$ cat src/rtl/irq_res_pkg.sv
package irq_res_pkg;
  localparam int unsigned LVL_CNT  = 16;
  localparam int unsigned LVL_W    = $clog2(LVL_CNT);
  localparam int unsigned TT_W     = 9;
  localparam int unsigned TL_W     = 3;
  localparam int unsigned TMR_LVL  = 14;
  localparam logic [TT_W-1:0] EXT_BASE   = 9'h040;
  localparam logic [TT_W-1:0] GROUP_MASK = 9'h1F0;
endpackage

$ cat src/rtl/irq_pend_merge.sv
module irq_pend_merge #(
  parameter int unsigned LVL_CNT = irq_res_pkg::LVL_CNT,
  parameter int unsigned TMR_LVL = irq_res_pkg::TMR_LVL
) (
  input  logic [LVL_CNT-1:0] ext_lvl_i,
  input  logic [LVL_CNT:0]   soft_int_i,
  output logic [LVL_CNT-1:0] pend_o
);
  logic tmr_hit;
  assign tmr_hit = soft_int_i[0] | soft_int_i[LVL_CNT];

  for (genvar g = 0; g < LVL_CNT; g++) begin : g_bit
    if (g == 0) begin : g_lsb
      assign pend_o[g] = ext_lvl_i[g];
    end else if (g == TMR_LVL) begin : g_tmr
      assign pend_o[g] = ext_lvl_i[g] | soft_int_i[g] | tmr_hit;
    end else begin : g_plain
      assign pend_o[g] = ext_lvl_i[g] | soft_int_i[g];
    end
  end
endmodule

$ cat src/rtl/irq_prio_find.sv
module irq_prio_find #(
  parameter int unsigned LVL_CNT = irq_res_pkg::LVL_CNT,
  localparam int unsigned LVL_W  = $clog2(LVL_CNT)
) (
  input  logic [LVL_CNT-1:0] pend_i,
  input  logic [LVL_W-1:0]   pil_i,
  output logic               below_o,
  output logic               found_o,
  output logic [LVL_W-1:0]   lvl_o
);
  localparam logic [LVL_CNT:0] TWO = (LVL_CNT+1)'(2);
  logic [LVL_CNT:0] limit;

  always_comb begin
    limit   = TWO << pil_i;
    below_o = ({1'b0, pend_i} < limit);
  end

  always_comb begin
    found_o = 1'b0;
    lvl_o   = '0;
    for (int i = 0; i < int'(LVL_CNT); i++) begin
      if (pend_i[i] && (i > int'(pil_i))) begin
        found_o = 1'b1;
        lvl_o   = LVL_W'(i);
      end
    end
  end
endmodule

$ cat src/rtl/irq_req_ctrl.sv
module irq_req_ctrl #(
  parameter int unsigned LVL_W = irq_res_pkg::LVL_W,
  parameter int unsigned TT_W  = irq_res_pkg::TT_W,
  parameter int unsigned TL_W  = irq_res_pkg::TL_W,
  parameter logic [TT_W-1:0] EXT_BASE   = irq_res_pkg::EXT_BASE,
  parameter logic [TT_W-1:0] GROUP_MASK = irq_res_pkg::GROUP_MASK
) (
  input  logic             clk,
  input  logic             rst_n,
  input  logic             vec_busy_i,
  input  logic             int_en_i,
  input  logic             below_i,
  input  logic             found_i,
  input  logic [LVL_W-1:0] lvl_i,
  input  logic [TL_W-1:0]  trap_lvl_i,
  input  logic [TT_W-1:0]  act_tt_i,
  output logic             req_o,
  output logic [TT_W-1:0]  tt_o
);
  logic            req_q, req_d;
  logic [TT_W-1:0] tt_q, tt_d, new_tt;
  logic            nest_block, upd;

  always_comb begin
    new_tt     = EXT_BASE | TT_W'(lvl_i);
    nest_block = (trap_lvl_i != '0) &&
                 ((act_tt_i & GROUP_MASK) == EXT_BASE) &&
                 (act_tt_i > new_tt);
    req_d = req_q;
    tt_d  = tt_q;
    if (!vec_busy_i) begin
      if (below_i || !int_en_i) begin
        req_d = 1'b0;
        tt_d  = '0;
      end else if (found_i && !nest_block && (new_tt != tt_q)) begin
        req_d = 1'b1;
        tt_d  = new_tt;
      end
    end
    upd = (req_d != req_q) || (tt_d != tt_q);
  end

  always_ff @(posedge clk or negedge rst_n) begin
    if (!rst_n) begin
      req_q <= 1'b0;
      tt_q  <= '0;
    end else if (upd) begin
      req_q <= req_d;
      tt_q  <= tt_d;
    end
  end

  assign req_o = req_q;
  assign tt_o  = tt_q;

  // vector busy freezes the outputs
  p_busy_hold_r4: assert property (@(posedge clk) disable iff (!rst_n)
    vec_busy_i |=> ($stable(req_o) && $stable(tt_o)));

  // disabled interrupts withdraw the request
  p_disable_clear_r9: assert property (@(posedge clk) disable iff (!rst_n)
    (!vec_busy_i && !int_en_i) |=> (!req_o && tt_o == '0));

  // nothing above threshold withdraws the request
  p_below_clear_r5: assert property (@(posedge clk) disable iff (!rst_n)
    (!vec_busy_i && below_i) |=> (!req_o && tt_o == '0));

  // nested higher external trap keeps the latched type
  p_nest_hold_r8: assert property (@(posedge clk) disable iff (!rst_n)
    (!vec_busy_i && int_en_i && !below_i && nest_block) |=> $stable(tt_o));

  // a request always carries a group type; R1: idle means zero type
  p_tt_group_r7: assert property (@(posedge clk) disable iff (!rst_n)
    req_o |-> ((tt_o & GROUP_MASK) == EXT_BASE));

  p_idle_zero_r1: assert property (@(posedge clk) disable iff (!rst_n)
    !req_o |-> (tt_o == '0));
endmodule

$ cat src/rtl/irq_level_resolver.sv
module irq_level_resolver #(
  parameter int unsigned LVL_CNT = irq_res_pkg::LVL_CNT,
  parameter int unsigned TT_W    = irq_res_pkg::TT_W,
  parameter int unsigned TL_W    = irq_res_pkg::TL_W,
  localparam int unsigned LVL_W  = $clog2(LVL_CNT)
) (
  input  logic               clk,
  input  logic               rst_n,
  input  logic [LVL_CNT-1:0] ext_lvl_i,
  input  logic [LVL_CNT:0]   soft_int_i,
  input  logic [LVL_W-1:0]   pil_i,
  input  logic               int_en_i,
  input  logic [TL_W-1:0]    trap_lvl_i,
  input  logic [TT_W-1:0]    act_tt_i,
  input  logic               vec_busy_i,
  output logic               irq_req_o,
  output logic [TT_W-1:0]    irq_tt_o
);
  logic [LVL_CNT-1:0] pend;
  logic               below, found;
  logic [LVL_W-1:0]   lvl;

  irq_pend_merge #(.LVL_CNT(LVL_CNT), .TMR_LVL(irq_res_pkg::TMR_LVL)) u_merge (
    .ext_lvl_i (ext_lvl_i),
    .soft_int_i(soft_int_i),
    .pend_o    (pend)
  );

  irq_prio_find #(.LVL_CNT(LVL_CNT)) u_find (
    .pend_i (pend),
    .pil_i  (pil_i),
    .below_o(below),
    .found_o(found),
    .lvl_o  (lvl)
  );

  irq_req_ctrl #(.LVL_W(LVL_W), .TT_W(TT_W), .TL_W(TL_W)) u_ctrl (
    .clk       (clk),
    .rst_n     (rst_n),
    .vec_busy_i(vec_busy_i),
    .int_en_i  (int_en_i),
    .below_i   (below),
    .found_i   (found),
    .lvl_i     (lvl),
    .trap_lvl_i(trap_lvl_i),
    .act_tt_i  (act_tt_i),
    .req_o     (irq_req_o),
    .tt_o      (irq_tt_o)
  );
endmodule

$ cat config.mk
export PLATFORM = sky130hd
export DESIGN_NAME = irq_level_resolver
export DESIGN_NICKNAME = d
export VERILOG_FILES = /design/src/rtl/irq_res_pkg.sv /design/src/rtl/irq_pend_merge.sv /design/src/rtl/irq_prio_find.sv /design/src/rtl/irq_req_ctrl.sv /design/src/rtl/irq_level_resolver.sv
export SDC_FILE = /design/constraint.sdc
export NUM_CORES = 1
export LEC_CHECK = 0
export BUFFER_PORTS_ARGS = -buffer_cell sky130_fd_sc_hd__buf_2
export CORE_UTILIZATION = 40
export DETAILED_ROUTE_END_ITERATION = 10
export GPL_ROUTABILITY_DRIVEN = 0
export MAX_ROUTING_LAYER = met4
export PLACE_DENSITY = 0.68
export SETUP_SLACK_MARGIN = 0.2
export SYNTH_ARGS = -nofsm -noshare
export SYNTH_HDL_FRONTEND = slang
export SYNTH_SLANG_ARGS = --single-unit
$ cat constraint.sdc
create_clock -name clk -period 1.8 [get_ports clk]
set_input_delay 0.36 -clock clk [delete_from_list [all_inputs] [get_ports clk]]
set_output_delay 0.36 -clock clk [all_outputs]
set_load 0.01 [all_outputs]
# After elaboration in Yosys (flattened, before gate mapping)
# Cells that the tools add are included.
# totals
ff_bits,10
output_inout_bits,10
wordCells,101
# op_classes
magnitude_cmp,17
eq_ne,4
n_shift,1
muxes,36
bitwise,17
reduce_logical,24
# ops
cell,count
> comparator 4 bit (first input constant),8
2-to-1 mux 4 bit,8
2-to-1 mux 9 bit,3
logical AND 1 bit,19
2-to-1 mux 1 bit,19
less-than comparator 16 x 17 -> 1 bit,1
OR 1 bit,17
<< shifter 2 x 4 -> 17 bit (first input constant),1
> comparator 3 x 4 -> 1 bit (first input constant),4
2-to-1 mux 3 bit,4
> comparator 9 x 7 -> 1 bit,1
!= test 7 x 9 -> 1 bit,1
!= test 9 bit,1
> comparator 2 x 4 -> 1 bit (first input constant),2
== test 5 x 3 -> 1 bit (second input constant),1
> comparator 1 x 4 -> 1 bit (first input constant),1
2-to-1 mux 2 bit,2
nonzero test 3 bit,1
zero test 1 bit,2
logical OR 1 bit,2
!= test 1 bit,1

# Depth between registers and ports, before layout
# Gate-level depths: netlist of the first run.
# depth
word_depth,27
depth_mapped,16

# Cells and area by module
# Synthesis of the first run repeated with hierarchy kept, for this count alone.
# hier_totals
cells_unflattened,193
hier_area_um2,1485.2
# by_module_without_submodules
mod,n_inst,cells_each,area_per_inst_um2
irq_prio_find,1,121,784.5
irq_req_ctrl,1,56,598.1
irq_pend_merge,1,16,102.6

# Least setup slack after synthesis of the first run
# OpenSTA, ideal clock, no wires.
# synth_timing
path_type,input to register
start,input soft_int_i[4]
end,register u_ctrl.tt_q[4] (netlist: u_ctrl.tt_o[4])
arrival_ps,3144
path_slack_ps,-1463
stages,14
n_path_buf,0
path_cell_list,or4_4 -> nor4b_2 -> o211ai_1 -> a31o_2 -> a21oi_1 -> ha_1 -> nor2b_1 -> o21a_1 -> o21a_1 -> o21ai_0 -> nand3b_1 -> a31oi_4 -> nor2_1 -> and2_1
# synth_between
elab_chain_len,24
elab_cells_between_ends,43
classes_between,order compare (2); eq/ne (3); mux (30); bitwise (1); reduce/logical (7)
# synth_lines
element,line_no,source
from (decl),irq_level_resolver.sv:10,"input logic [LVL_CNT:0] soft_int_i,"
OR 1 bit *,irq_pend_merge.sv:18,assign pend_o[g] = ext_lvl_i[g] | soft_int_i[g];
logical AND 1 bit,irq_prio_find.sv:23,if (pend_i[i] && (i > int'(pil_i))) begin
2-to-1 mux 3 bit (4 in series),irq_prio_find.sv:23,
2-to-1 mux 4 bit (8 in series),irq_prio_find.sv:23,
> comparator 9 x 7 -> 1 bit,irq_req_ctrl.sv:28,(act_tt_i > new_tt);
logical AND 1 bit,irq_req_ctrl.sv:27,((act_tt_i & GROUP_MASK) == EXT_BASE) &&
zero test 1 bit,irq_req_ctrl.sv:35,end else if (found_i && !nest_block && (new_tt != tt_q)) begin
logical AND 1 bit (2 in series),irq_req_ctrl.sv:35,
2-to-1 mux 9 bit or 2-to-1 mux 1 bit (tied branches),irq_req_ctrl.sv:35,
2-to-1 mux 9 bit or 2-to-1 mux 1 bit (tied branches),irq_req_ctrl.sv:32,if (below_i || !int_en_i) begin
2-to-1 mux 9 bit or 2-to-1 mux 1 bit (tied branches),irq_req_ctrl.sv:31,if (!vec_busy_i) begin
!= test 9 bit or != test 1 bit (tied branches),irq_req_ctrl.sv:40,upd = (req_d != req_q) || (tt_d != tt_q);
logical OR 1 bit,irq_req_ctrl.sv:40,
to (signal assigned),irq_req_ctrl.sv:49,tt_q <= tt_d;
to (decl),irq_req_ctrl.sv:21,"logic [TT_W-1:0] tt_q, tt_d, new_tt;"
# Mark *: on every way between the ends. The rest lies on a longest branch, timed or not.
# A chain may end at the register's enable or synchronous reset.

# Worst setup path after layout of the first run
# layout_timing
start,input soft_int_i[4]
end,register u_ctrl.tt_q[3] (netlist: u_ctrl.tt_o[3])
# The elaborated chain is that of the path after synthesis.

==> out/summary.json, run 1 <==
{
  "design_area_um2": 2570,
  "timing.critical_path.fanout_max": 4,
  "synthDistinctLibCells": 57,
  "critPathKind": "primary input to flip-flop",
  "clk-insertion-delay-late_ps": 230,
  "antenna_cells_inserted": 0,
  "rsz0062_at_grt": "yes",
  "report.final.slew_viol_count": 0,
  "placement.cell_area_um2": 2420,
  "finalCritPeriodShare_pct": 172,
  "violations": "negative setup slack",
  "starting_utilization_of_the_core_area_pct": 43.0,
  "grt_max_degree": 13,
  "timing_hold_violations_final": 0,
  "worstHoldPathType": "primary input to flip-flop",
  "first_global_vias": 1966,
  "layout_common_cells": "sky130_fd_sc_hd__buf_2, sky130_fd_sc_hd__buf_4, sky130_fd_sc_hd__nor2_1, sky130_fd_sc_hd__nand2_1, sky130_fd_sc_hd__ha_1",
  "finalWirelength_um": 5150,
  "synth-compound-area-share_pct": 36.6,
  "power.total_uw": 998,
  "r2r_cells": 7,
  "holdCritStartpoint": "vec_busy_i",
  "place_ws_ps": -1570,
  "grt_pass1_wl_um": 8820,
  "fp.dieArea_um2": 4340,
  "synthSimpleGateAreaFrac_pct": 28.5,
  "detailedRoute.firstPassIterationCount": 4,
  "numClockSinks": 10,
  "area_delta_synth_final_pct": 57.2,
  "synthesis.yosys.warnings": 0,
  "antenna_found_initial": 0,
  "clock_tree.root_cell": "sky130_fd_sc_hd__clkbuf_8",
  "grt_overflow_total": 0,
  "critPathCaptureType": "flip-flop",
  "synth.ff_latch_count": 10,
  "startpoint_type": "primary input",
  "synth_mux_area_share_pct": 0.690,
  "ant_nets": 0,
  "globalRouteTotalUtil_pct": 26.6,
  "whs_path_cells": 3,
  "asyncSetResetFlopFracSynth_pct": 100,
  "detail_route.wl_per_cell_um": 13.7,
  "rr_endpoint": "u_ctrl.tt_o[3]",
  "slew-limit-headroom_pct": 66.0,
  "hpwl_um": 4200,
  "cts_buffers": 3,
  "synthesis.area_um2": 1630,
  "r2r_slack_ps": 60,
  "maximum_number_of_buffers_from_clock_root_to_sink": 2,
  "worst-endpoint-required_ps": 1910,
  "cap_violations": 0,
  "drive_above_1_share_pct": 47.4,
  "via_count": 2066,
  "timing.rr.start": "u_ctrl.tt_o[0]",
  "post_layout_worst_setup_margin_ps": -1290,
  "synth_enable_flop_cells": 0,
  "drt-vias-per-instance": 5.48,
  "detail_route.drc_violations": 0,
  "worst_pin_slew_ps": 510,
  "clock_skew_ps": 0.427,
  "final_core_util_pct": 67.6,
  "die_height_um": 65.9,
  "h-tree-depth": 1,
  "ios": 63,
  "row_count": 22,
  "post_synth_fa_ha_maj_area_fraction_pct": 14.6,
  "portBuffers": 61,
  "post_synth.cell_area_avg_um2": 7.81,
  "max-vdd-ir-drop_mv": 0.441,
  "clk_pin_slew_ps": 40,
  "finish.net_count": 403,
  "floorplan.core_area_um2": 3800,
  "cts_tree": "built",
  "final_cells": 377,
  "status": "finished, violations left",
  "synth-main-ff-cell": "sky130_fd_sc_hd__dfrtp_1",
  "finalSetupViolCount": 10,
  "drt-initial-drc-count": 121,
  "dp_cells": 369,
  "power_density_relative_to_cell_area_nw_per_um2": 389,
  "synthesis.nets": 281,
  "syn_inst": 209,
  "leakagePower_nw": 1.21,
  "synth.yosys.seq_area_share_pct": 15.3,
  "arrival_ps": 3190,
  "dominant_combinational_cell_family_by_area_after_synthesis": "compound AO/OA/AOI/OAI gates",
  "period_needed_ps": 3090,
  "synthXorXnorAreaFrac_pct": 0,
  "timing.hold.worst_endpoint": "u_ctrl.tt_o[1]",
  "dieWidth_um": 65.9,
  "clock.fmax_ghz": 0.324
}
## how the worst max path moves through the flow
stage	start	endpoint	depth (start not counted)
after floorplan	soft_int_i[4]	u_ctrl.tt_o[4]	14
after global routing	soft_int_i[4]	u_ctrl.tt_o[4]	15
after CTS	soft_int_i[4]	u_ctrl.tt_o[4]	15
after detailed placement	pil_i[3]	u_ctrl.tt_o[5]	15
final	soft_int_i[4]	u_ctrl.tt_o[3]	15
after global placement	pil_i[3]	u_ctrl.tt_o[4]	15
## power breakdown
group,internal (mW),switching [mW]
sequential,0.242,0.0227
clock,0.145,0.0734
combinational,0.268,0.248
total,0.654,0.344
## timing repair
action,CTS,global route
cloned,1,0
pin swaps,4,4
hold buffers,1,0
setup endpoints to repair,10,10
hold endpoints to repair,10,0
setup buffers,1,2
resized for setup,5,8
## cell families after synthesis
group                    Yosys count
AND/OR/NAND/NOR                   87
AO/OA/AOI/OAI                     75
adder cells (fa/ha/maj)           19
buffers and inverters             17
flip-flops                        10
multiplexers                       1
## layer usage
layer  up-vias  wire [um]  GRT usage [%]
met5         -          0              -
met4         0         44           3.26
met3         6        323           3.10
met2        62       2440           44.5
met1       951       2350           35.0
li1       1047          -              -
## worst max-delay path: stages
cell	delay [ps]
sky130_fd_sc_hd__buf_6	90
sky130_fd_sc_hd__or4_4	570
sky130_fd_sc_hd__o32ai_4	220
sky130_fd_sc_hd__o211ai_1	160
sky130_fd_sc_hd__a31o_2	230
sky130_fd_sc_hd__a21oi_2	160
sky130_fd_sc_hd__ha_2	190
sky130_fd_sc_hd__nor2b_1	40
sky130_fd_sc_hd__o21a_1	160
sky130_fd_sc_hd__o21a_1	170
sky130_fd_sc_hd__o21ai_2	150
sky130_fd_sc_hd__nand3b_1	190
sky130_fd_sc_hd__buf_4	200
sky130_fd_sc_hd__a31oi_4	200
sky130_fd_sc_hd__a211oi_2	100
## Yosys cell counts (3+ instances only)
master                      instances  area, um2
sky130_fd_sc_hd__and2_1             4       25.0
sky130_fd_sc_hd__buf_2              5       25.0
sky130_fd_sc_hd__o21bai_1           5       37.5
sky130_fd_sc_hd__o21ba_2            3       30.0
sky130_fd_sc_hd__nand2_1           20       75.1
sky130_fd_sc_hd__inv_1             11       41.3
sky130_fd_sc_hd__ha_1              19        238
sky130_fd_sc_hd__dfrtp_1           10        250
sky130_fd_sc_hd__nor2_1            22       82.6
sky130_fd_sc_hd__and3_1             3       18.8
sky130_fd_sc_hd__a21oi_1            9       45.0
sky130_fd_sc_hd__o21a_1             7       52.6
sky130_fd_sc_hd__nor2b_1            5       31.3
sky130_fd_sc_hd__a21o_1             4       30.0
sky130_fd_sc_hd__or2_2              8       50.1
sky130_fd_sc_hd__o21ai_0            7       35.0
sky130_fd_sc_hd__nor4_1             7       43.8
sky130_fd_sc_hd__nor3_1             4       20.0
sky130_fd_sc_hd__a211o_1            4       35.0
sky130_fd_sc_hd__o211ai_1           3       22.5
sky130_fd_sc_hd__a211oi_1           4       30.0
sky130_fd_sc_hd__o2bb2ai_1          3       26.3
## metrics by stage
stage                     setup TNS, ps  hold WS [ps]
after floorplan                  -11500          64.4
after global placement           -13610           226
after detailed placement         -14940           228
after CTS                        -12340           472
after global routing             -13950           486
final                            -12430           484
## layout make-up
class                   instances  area [um2]
inverters                      11        41.3
flip-flops and latches         10         250
clock buffers                   3        41.3
well taps                      48        60.1
repair buffers                122         782
multi-input cells             183        1390
fillers                       322        1230
## sequential cells by signal (all words and copies together), names as in the netlist
| register | cells |
|---|---|
| u_ctrl.tt_o | 9 |
| u_ctrl.req_o | 1 |
No activity file was read; power rests on OpenSTA's default activity.
==> inputs of run 2 (changes only) <==
--- a/config.mk
+++ b/config.mk
@@ -11,6 +11,7 @@
 export GPL_ROUTABILITY_DRIVEN = 0
 export MAX_ROUTING_LAYER = met4
 export PLACE_DENSITY = 0.68
+export REMOVE_ABC_BUFFERS = 1
 export SETUP_SLACK_MARGIN = 0.2
 export SYNTH_ARGS = -nofsm -noshare
 export SYNTH_HDL_FRONTEND = slang
==> out/summary.json, run 2 (synthesized netlist as in run 1, its figures left out) <==
{
  "critPathKind": "primary input to flip-flop",
  "max-vdd-ir-drop": {"value": 0.490, "unit": "mV", "change": "+11%"},
  "startpoint_type": "primary input",
  "globalRouteTotalUtil": {"value": 26.4, "unit": "%", "change": "-0.15 points"},
  "post_layout_worst_setup_margin": {"value": -1240, "unit": "ps", "change": "+46.1 ps"},
  "period_needed": {"value": 3040, "unit": "ps", "change": "-46.1 ps"},
  "detail_route.drc_violations": {"value": 0, "change": "unchanged"},
  "fin_hold_ws": {"value": 449, "unit": "ps", "change": "-34.7 ps"},
  "critPathCaptureType": "flip-flop",
  "timing_hold_violations_final": {"value": 0, "change": "unchanged"},
  "r2r_cells": {"value": 7, "change": "unchanged"},
  "critPathLaunch": "pil_i[3]",
  "starting_utilization_of_the_core_area": {"value": 43.0, "unit": "%", "change": "unchanged"},
  "layout_commonest_cell": "sky130_fd_sc_hd__buf_4",
  "clock_skew": {"value": 0.562, "unit": "ps", "change": "+0.135 ps"},
  "leakagePower": {"value": 1.28, "unit": "nW", "change": "+6.3%"},
  "arrival": {"value": 3210, "unit": "ps", "change": "+20 ps"},
  "maximum_number_of_buffers_from_clock_root_to_sink": {"value": 2, "change": "unchanged"},
  "timing.critical_path.slowest_stage_cell": "sky130_fd_sc_hd__or4_4",
  "final_core_util": {"value": 70.7, "unit": "%", "change": "+3.1 points"},
  "worst_pin_slew": {"value": 470, "unit": "ps", "change": "-39.9 ps"},
  "timing.rr.start": "u_ctrl.tt_o[0]",
  "final_cells": {"value": 390, "change": "+3.4%"},
  "h-tree-depth": {"value": 1, "change": "unchanged"},
  "via_count": {"value": 2135, "change": "+3.3%"},
  "report.final.slew_viol_count": {"value": 0, "change": "unchanged"},
  "power_density_relative_to_cell_area": {"value": 408, "unit": "nW/um2", "change": "+4.8%"},
  "numClockSinks": {"value": 10, "change": "unchanged"},
  "cts_tree": "built",
  "drt-initial-drc-count": {"value": 132, "change": "+9.1%"},
  "path_cells": "buf_6 -> or4_4 -> o32ai_2 -> o211ai_1 -> a31o_2 -> a21oi_4 -> ha_4 -> nor2b_1 -> o21a_1 -> o21a_1 -> o21ai_2 -> nand3b_1 -> a31oi_4 -> buf_6 -> nor2_1 -> nor2_1",
  "grt_overflow_total": {"value": 0, "change": "unchanged"},
  "fp.dieArea": {"value": 4340, "unit": "um2", "change": "unchanged"},
  "portBuffers": {"value": 61, "change": "unchanged"},
  "grt_pass1_wl": {"value": 8670, "unit": "um", "change": "-1.6%"},
  "detailedRoute.firstPassIterationCount": {"value": 4, "change": "unchanged"},
  "dp_cells": {"value": 381, "change": "+3.3%"},
  "violations": "negative setup slack",
  "worst-endpoint-required": {"value": 1970, "unit": "ps", "change": "+60 ps"},
  "r2r_slack": {"value": 120, "unit": "ps", "change": "+60 ps"},
  "ant_nets": {"value": 0, "change": "unchanged"},
  "ios": {"value": 63, "change": "unchanged"},
  "hpwl": {"value": 4490, "unit": "um", "change": "+7.1%"},
  "clk_pin_slew": {"value": 50, "unit": "ps", "change": "about the same"},
  "finish.net_count": {"value": 415, "change": "+3.0%"},
  "endpoint": "u_ctrl.tt_o[6]",
  "cts_buffers": {"value": 3, "change": "unchanged"},
  "dieWidth": {"value": 65.9, "unit": "um", "change": "unchanged"},
  "antenna_found_initial": {"value": 0, "change": "unchanged"},
  "cap_violations": {"value": 0, "change": "unchanged"},
  "worstHoldPathType": "primary input to flip-flop",
  "delay_of_the_slowest_cell_on_the_worst_path": {"value": 550, "unit": "ps", "change": "-20 ps"},
  "clock_tree.root_cell": "sky130_fd_sc_hd__clkbuf_8",
  "largest_register_ffs": {"value": 9, "change": "unchanged"},
  "drive_above_1_share": {"value": 50.3, "unit": "%", "change": "+2.9 points"},
  "place_ws": {"value": -1680, "unit": "ps", "change": "-109 ps"},
  "finalCritPeriodShare": {"value": 169, "unit": "%", "change": "-2.6 points"},
  "grt_max_degree": {"value": 13, "change": "unchanged"},
  "layout_common_cells": "sky130_fd_sc_hd__buf_4, sky130_fd_sc_hd__buf_2, sky130_fd_sc_hd__nor2_1, sky130_fd_sc_hd__nand2_1, sky130_fd_sc_hd__ha_1",
  "rsz0062_at_grt": "yes",
  "finalSetupViolCount": {"value": 10, "change": "unchanged"},
  "clock.fmax": {"value": 0.329, "unit": "GHz", "change": "+1.5%"},
  "area_delta_synth_final_pct": 64.5,
  "clk-insertion-delay-late": {"value": 240, "unit": "ps", "change": "about the same"},
  "antenna_cells_inserted": {"value": 0, "change": "unchanged"},
  "timing.critical_path.fanout_max": {"value": 6, "change": "+2"},
  "floorplan.core_area": {"value": 3800, "unit": "um2", "change": "unchanged"},
  "slew-limit-headroom": {"value": 67.8, "unit": "%", "change": "+1.8 points"},
  "rr_endpoint": "u_ctrl.tt_o[3]",
  "row_count": {"value": 22, "change": "unchanged"},
  "detail_route.wl_per_cell": {"value": 14.3, "unit": "um", "change": "+4.5%"},
  "status": "finished, violations left",
  "finalWirelength": {"value": 5570, "unit": "um", "change": "+8.1%"},
  "drt-vias-per-instance": {"value": 5.47, "change": "-0.10%"},
  "die_height": {"value": 65.9, "unit": "um", "change": "unchanged"},
  "first_global_vias": {"value": 1987, "change": "+1.1%"}
}
[run 2: worst min-delay path by stage]
stage,cells after the start,to,from,slack [ps]
floorplan,0,u_ctrl.req_o,rst_n,60
global placement,1,u_ctrl.tt_o[4],rst_n,230
detailed placement,1,u_ctrl.tt_o[4],rst_n,230
CTS,3,u_ctrl.tt_o[1],vec_busy_i,440
global route,3,u_ctrl.tt_o[1],vec_busy_i,450
finish,3,u_ctrl.tt_o[1],vec_busy_i,450
[run 2: what timing repair did]
action	CTS	global route
setup buffers	4	0
hold endpoints to repair	10	0
endpoints found under the setup margin	10	10
gates resized for setup	7	13
pin swaps	2	12
hold buffers	1	0
[run 2: area by class of cell]
cell class	instances	area, um2
Clock buffer	4	55.1
Fill cell	324	1110
Inverter	11	41.3
Multi-Input combinational cell	182	1400
Sequential cell	10	250
Tap cell	48	60.1
Timing Repair Buffer	135	883
[run 2: per-stage QoR]
step           instance area (um2)  setup TNS [ps]  total power [mW]
2_1_floorplan                 1600          -13290             0.485
3_3_place_gp                  2490          -15450             0.760
3_5_place_dp                  2490          -16280             0.769
4_1_cts                       2610          -12140              1.06
5_1_grt                       2690          -13700              1.16
6_report                      2690          -12060              1.10
[run 2: power breakdown]
| group | switching, mW | leakage [nW] | internal, mW |
|---|---|---|---|
| Combinational | 0.259 | 1.13 | 0.291 |
| Sequential | 0.0199 | 0.129 | 0.241 |
| Clock | 0.0914 | 0.0288 | 0.193 |
[run 2: metal layers]
metal	vias to the layer above	global-route usage (%)	wire length, um
li1	1066	-	-
met1	1020	34.0	2630
met2	49	46.6	2720
met3	0	3.45	218
met4	0	0	0
met5	-	-	0
[run 2: worst max-delay path: cells and delay by family]
kind            cells  cell delay, ps
compound gates      8            1610
fa+ha+maj           1             140
buf+inv             2             240
simple gates        5             840
==> inputs of run 3 (changes only) <==
--- a/config.mk
+++ b/config.mk
@@ -10,9 +10,10 @@
 export DETAILED_ROUTE_END_ITERATION = 10
 export GPL_ROUTABILITY_DRIVEN = 0
 export MAX_ROUTING_LAYER = met4
-export PLACE_DENSITY = 0.68
+export PLACE_DENSITY = 0.69
 export REMOVE_ABC_BUFFERS = 1
 export SETUP_SLACK_MARGIN = 0.2
 export SYNTH_ARGS = -nofsm -noshare
 export SYNTH_HDL_FRONTEND = slang
+export SYNTH_HIERARCHICAL = 1
 export SYNTH_SLANG_ARGS = --single-unit
==> out/summary.json, run 3 <==
{
  "status": "finished, violations left",
  "violations": "negative setup slack",
  "place_ws": {"value": -1440, "unit": "ps", "change": "+238 ps"},
  "numClockSinks": {"value": 10, "change": "unchanged"},
  "grt_overflow_total": {"value": 0, "change": "unchanged"},
  "timing_hold_violations_final": {"value": 0, "change": "unchanged"},
  "first_global_vias": {"value": 1887, "change": "-5.0%"},
  "holdCritStartpoint": "vec_busy_i",
  "detail_route.wl_per_cell": {"value": 13.8, "unit": "um", "change": "-3.5%"},
  "detail_route.drc_violations": {"value": 0, "change": "unchanged"},
  "rsz0062_at_grt": "yes",
  "portBuffers": {"value": 61, "change": "unchanged"},
  "setup_total_neg_slack": {"value": -8550, "unit": "ps", "change": "+3510 ps"},
  "critPathKind": "primary input to flip-flop",
  "syn_inst": {"value": 192, "change": "-8.1%"},
  "rr_endpoint": "u_ctrl/tt_o[6]",
  "clock_skew": {"value": 3.01, "unit": "ps", "change": "+2.44 ps"},
  "post_layout_worst_setup_margin": {"value": -908, "unit": "ps", "change": "+334 ps"},
  "cts_tree": "built",
  "starting_utilization_of_the_core_area": {"value": 42.9, "unit": "%", "change": "-0.054 points"},
  "critPathLaunch": "soft_int_i[11]",
  "worstHoldPathType": "primary input to flip-flop",
  "grt_max_degree": {"value": 11, "change": "-2"},
  "cap_violations": {"value": 0, "change": "unchanged"},
  "finalWirelength": {"value": 4850, "unit": "um", "change": "-13%"},
  "switching_share": {"value": 34.4, "unit": "%", "change": "+0.54 points"},
  "r2r_slack": {"value": -10, "unit": "ps", "change": "-130 ps"},
  "drt-vias-per-instance": {"value": 5.43, "change": "-0.73%"},
  "row_count": {"value": 21, "change": "-4.5%"},
  "clock_tree.root_cell": "sky130_fd_sc_hd__clkbuf_8",
  "ios": {"value": 63, "change": "unchanged"},
  "fp.dieArea": {"value": 3940, "unit": "um2", "change": "-9.2%"},
  "worst-endpoint-required": {"value": 1910, "unit": "ps", "change": "-60 ps"},
  "startpoint_type": "primary input",
  "floorplan.core_area": {"value": 3440, "unit": "um2", "change": "-9.4%"},
  "report.final.slew_viol_count": {"value": 0, "change": "unchanged"},
  "timing.rr.start": "u_ctrl/tt_o[7]",
  "max-vdd-ir-drop": {"value": 0.210, "unit": "mV", "change": "-57%"},
  "clock.fmax": {"value": 0.369, "unit": "GHz", "change": "+12%"},
  "antenna_cells_inserted": {"value": 0, "change": "unchanged"},
  "via_count": {"value": 1913, "change": "-10%"},
  "h-tree-depth": {"value": 1, "change": "unchanged"},
  "power.total": {"value": 979, "unit": "uW", "change": "-11%"},
  "p_sw": {"value": 336, "unit": "uW", "change": "-9.2%"},
  "antenna_found_initial": {"value": 0, "change": "unchanged"},
  "hpwl": {"value": 3590, "unit": "um", "change": "-20%"},
  "post_synth.cell_area_avg": {"value": 7.70, "unit": "um2", "change": "-1.5%"},
  "final_core_util": {"value": 72.7, "unit": "%", "change": "+2.0 points"},
  "drt-initial-drc-count": {"value": 65, "change": "-51%"},
  "globalRouteTotalUtil": {"value": 26.1, "unit": "%", "change": "-0.32 points"},
  "area_delta_synth_final_pct": 69.4,
  "slew-limit-headroom": {"value": 69.6, "unit": "%", "change": "+1.8 points"},
  "clk_pin_slew": {"value": 50, "unit": "ps", "change": "about the same"},
  "timing.hold.worst_endpoint": "u_ctrl/tt_o[2]",
  "multi_input_comb_area": {"value": 1370, "unit": "um2", "change": "-2.2%"},
  "critPathCaptureType": "flip-flop",
  "arrival": {"value": 2820, "unit": "ps", "change": "-390 ps"},
  "whs_path_cells": {"value": 3, "change": "unchanged"},
  "leakagePower": {"value": 1.22, "unit": "nW", "change": "-5.1%"},
  "timing.critical_path.fanout_max": {"value": 5, "change": "-1"},
  "synthesis.yosys.warnings": {"value": 6, "change": "+6"},
  "seq_power_share": {"value": 26.0, "unit": "%", "change": "+2.2 points"},
  "final.fill_count": {"value": 275, "change": "-15%"},
  "die_height": {"value": 62.8, "unit": "um", "change": "-4.7%"},
  "finalSetupViolCount": {"value": 10, "change": "unchanged"},
  "synthesis.area": {"value": 1480, "unit": "um2", "change": "-9.5%"},
  "finalCritPeriodShare": {"value": 150, "unit": "%", "change": "-19 points"},
  "largest_register_ffs": {"value": 9, "change": "unchanged"},
  "power.combinational.fraction": {"value": 49.7, "unit": "%", "change": "-0.5 points"},
  "worst_pin_slew": {"value": 453, "unit": "ps", "change": "-17.1 ps"},
  "final-seq-area": {"value": 250, "unit": "um2", "change": "unchanged"},
  "finish.net_count": {"value": 380, "change": "-8.4%"},
  "intPower": {"value": 643, "unit": "uW", "change": "-11%"},
  "cts_buffers": {"value": 3, "change": "unchanged"},
  "period_needed": {"value": 2710, "unit": "ps", "change": "-334 ps"},
  "layout_common_cells": "sky130_fd_sc_hd__buf_2, sky130_fd_sc_hd__buf_4, sky130_fd_sc_hd__nand2_1",
  "pwr-share-clk": {"value": 24.4, "unit": "%", "change": "-1.5 points"},
  "r2r_cells": {"value": 5, "change": "-2"},
  "layout_commonest_cell": "sky130_fd_sc_hd__buf_2",
  "detailedRoute.firstPassIterationCount": {"value": 4, "change": "unchanged"},
  "ant_nets": {"value": 0, "change": "unchanged"},
  "drive_above_1_share": {"value": 54.6, "unit": "%", "change": "+4.3 points"},
  "grt_pass1_wl": {"value": 7980, "unit": "um", "change": "-8.0%"},
  "dieWidth": {"value": 62.8, "unit": "um", "change": "-4.7%"},
  "clk-insertion-delay-late": {"value": 240, "unit": "ps", "change": "about the same"},
  "maximum_number_of_buffers_from_clock_root_to_sink": {"value": 2, "change": "unchanged"},
  "power_density_relative_to_cell_area": {"value": 391, "unit": "nW/um2", "change": "-4.1%"}
}
run 3: cell type report:
cell class                      instances  area share, %
Clock buffer                            3           1.65
Timing Repair Buffer                  115           29.9
Tap cell                               46           2.30
Inverter                               11           1.65
Multi-Input combinational cell        167           54.5
Sequential cell                        10           10.0
run 3: per-stage QoR:
stage	hold WS [ps]	instance area [um2]	instances
floorplan	64.4	1440	188
global placement	228	2160	342
detailed placement	233	2160	342
CTS	419	2460	351
global route	484	2500	352
finish	461	2500	352
run 3: per-layer routing:
layer / global-route usage, % / wire length [um] / vias up
met5: - / 0 / -
met1: 30.9 / 2060 / 878
met4: 7.56 / 91 / 0
met3: 4.38 / 329 / 10
li1: - / - / 944
met2: 45.1 / 2370 / 81
run 3: worst max path at each step:
stage / end / slack (ps) / cells past startpoint
6_report: u_ctrl/tt_o[0] / -910 / 14
5_1_grt: u_ctrl/tt_o[2] / -1030 / 13
4_1_cts: u_ctrl/tt_o[2] / -850 / 14
3_5_place_dp: u_ctrl/tt_o[6] / -1440 / 13
3_3_place_gp: u_ctrl/req_o / -1340 / 13
2_1_floorplan: u_ctrl/tt_o[2] / -1050 / 10
run 3: what timing repair did:
item                                    in CTS  in global routing
endpoints found under the hold margin       10                  0
pin swaps                                   14                 12
hold buffers                                 1                  0
gates resized for setup                     49                 11
endpoints found under the setup margin      10                 10
setup buffers                                5                  1
run 3: critical path, cell delays in order:
cell and delay [ps]:
sky130_fd_sc_hd__buf_2 90, sky130_fd_sc_hd__or2_4 270, sky130_fd_sc_hd__or3_1 370, sky130_fd_sc_hd__o22ai_2 200, sky130_fd_sc_hd__a41o_1 140, sky130_fd_sc_hd__a32oi_2 80, sky130_fd_sc_hd__ha_1 310, sky130_fd_sc_hd__nand4_1 120
sky130_fd_sc_hd__o31ai_2 90, sky130_fd_sc_hd__a211oi_2 290, sky130_fd_sc_hd__buf_4 190, sky130_fd_sc_hd__nor4b_4 40, sky130_fd_sc_hd__buf_4 160, sky130_fd_sc_hd__o2bb2ai_2 110
run 3: power by group through the flow:
stage / Sequential, mW / Clock [mW] / Combinational, mW
after floorplan: 0.263 / 0 / 0.181
after global placement: 0.257 / 0 / 0.387
after detailed placement: 0.257 / 0 / 0.395
after CTS: 0.254 / 0.247 / 0.463
after global routing: 0.256 / 0.256 / 0.530
final: 0.254 / 0.239 / 0.486
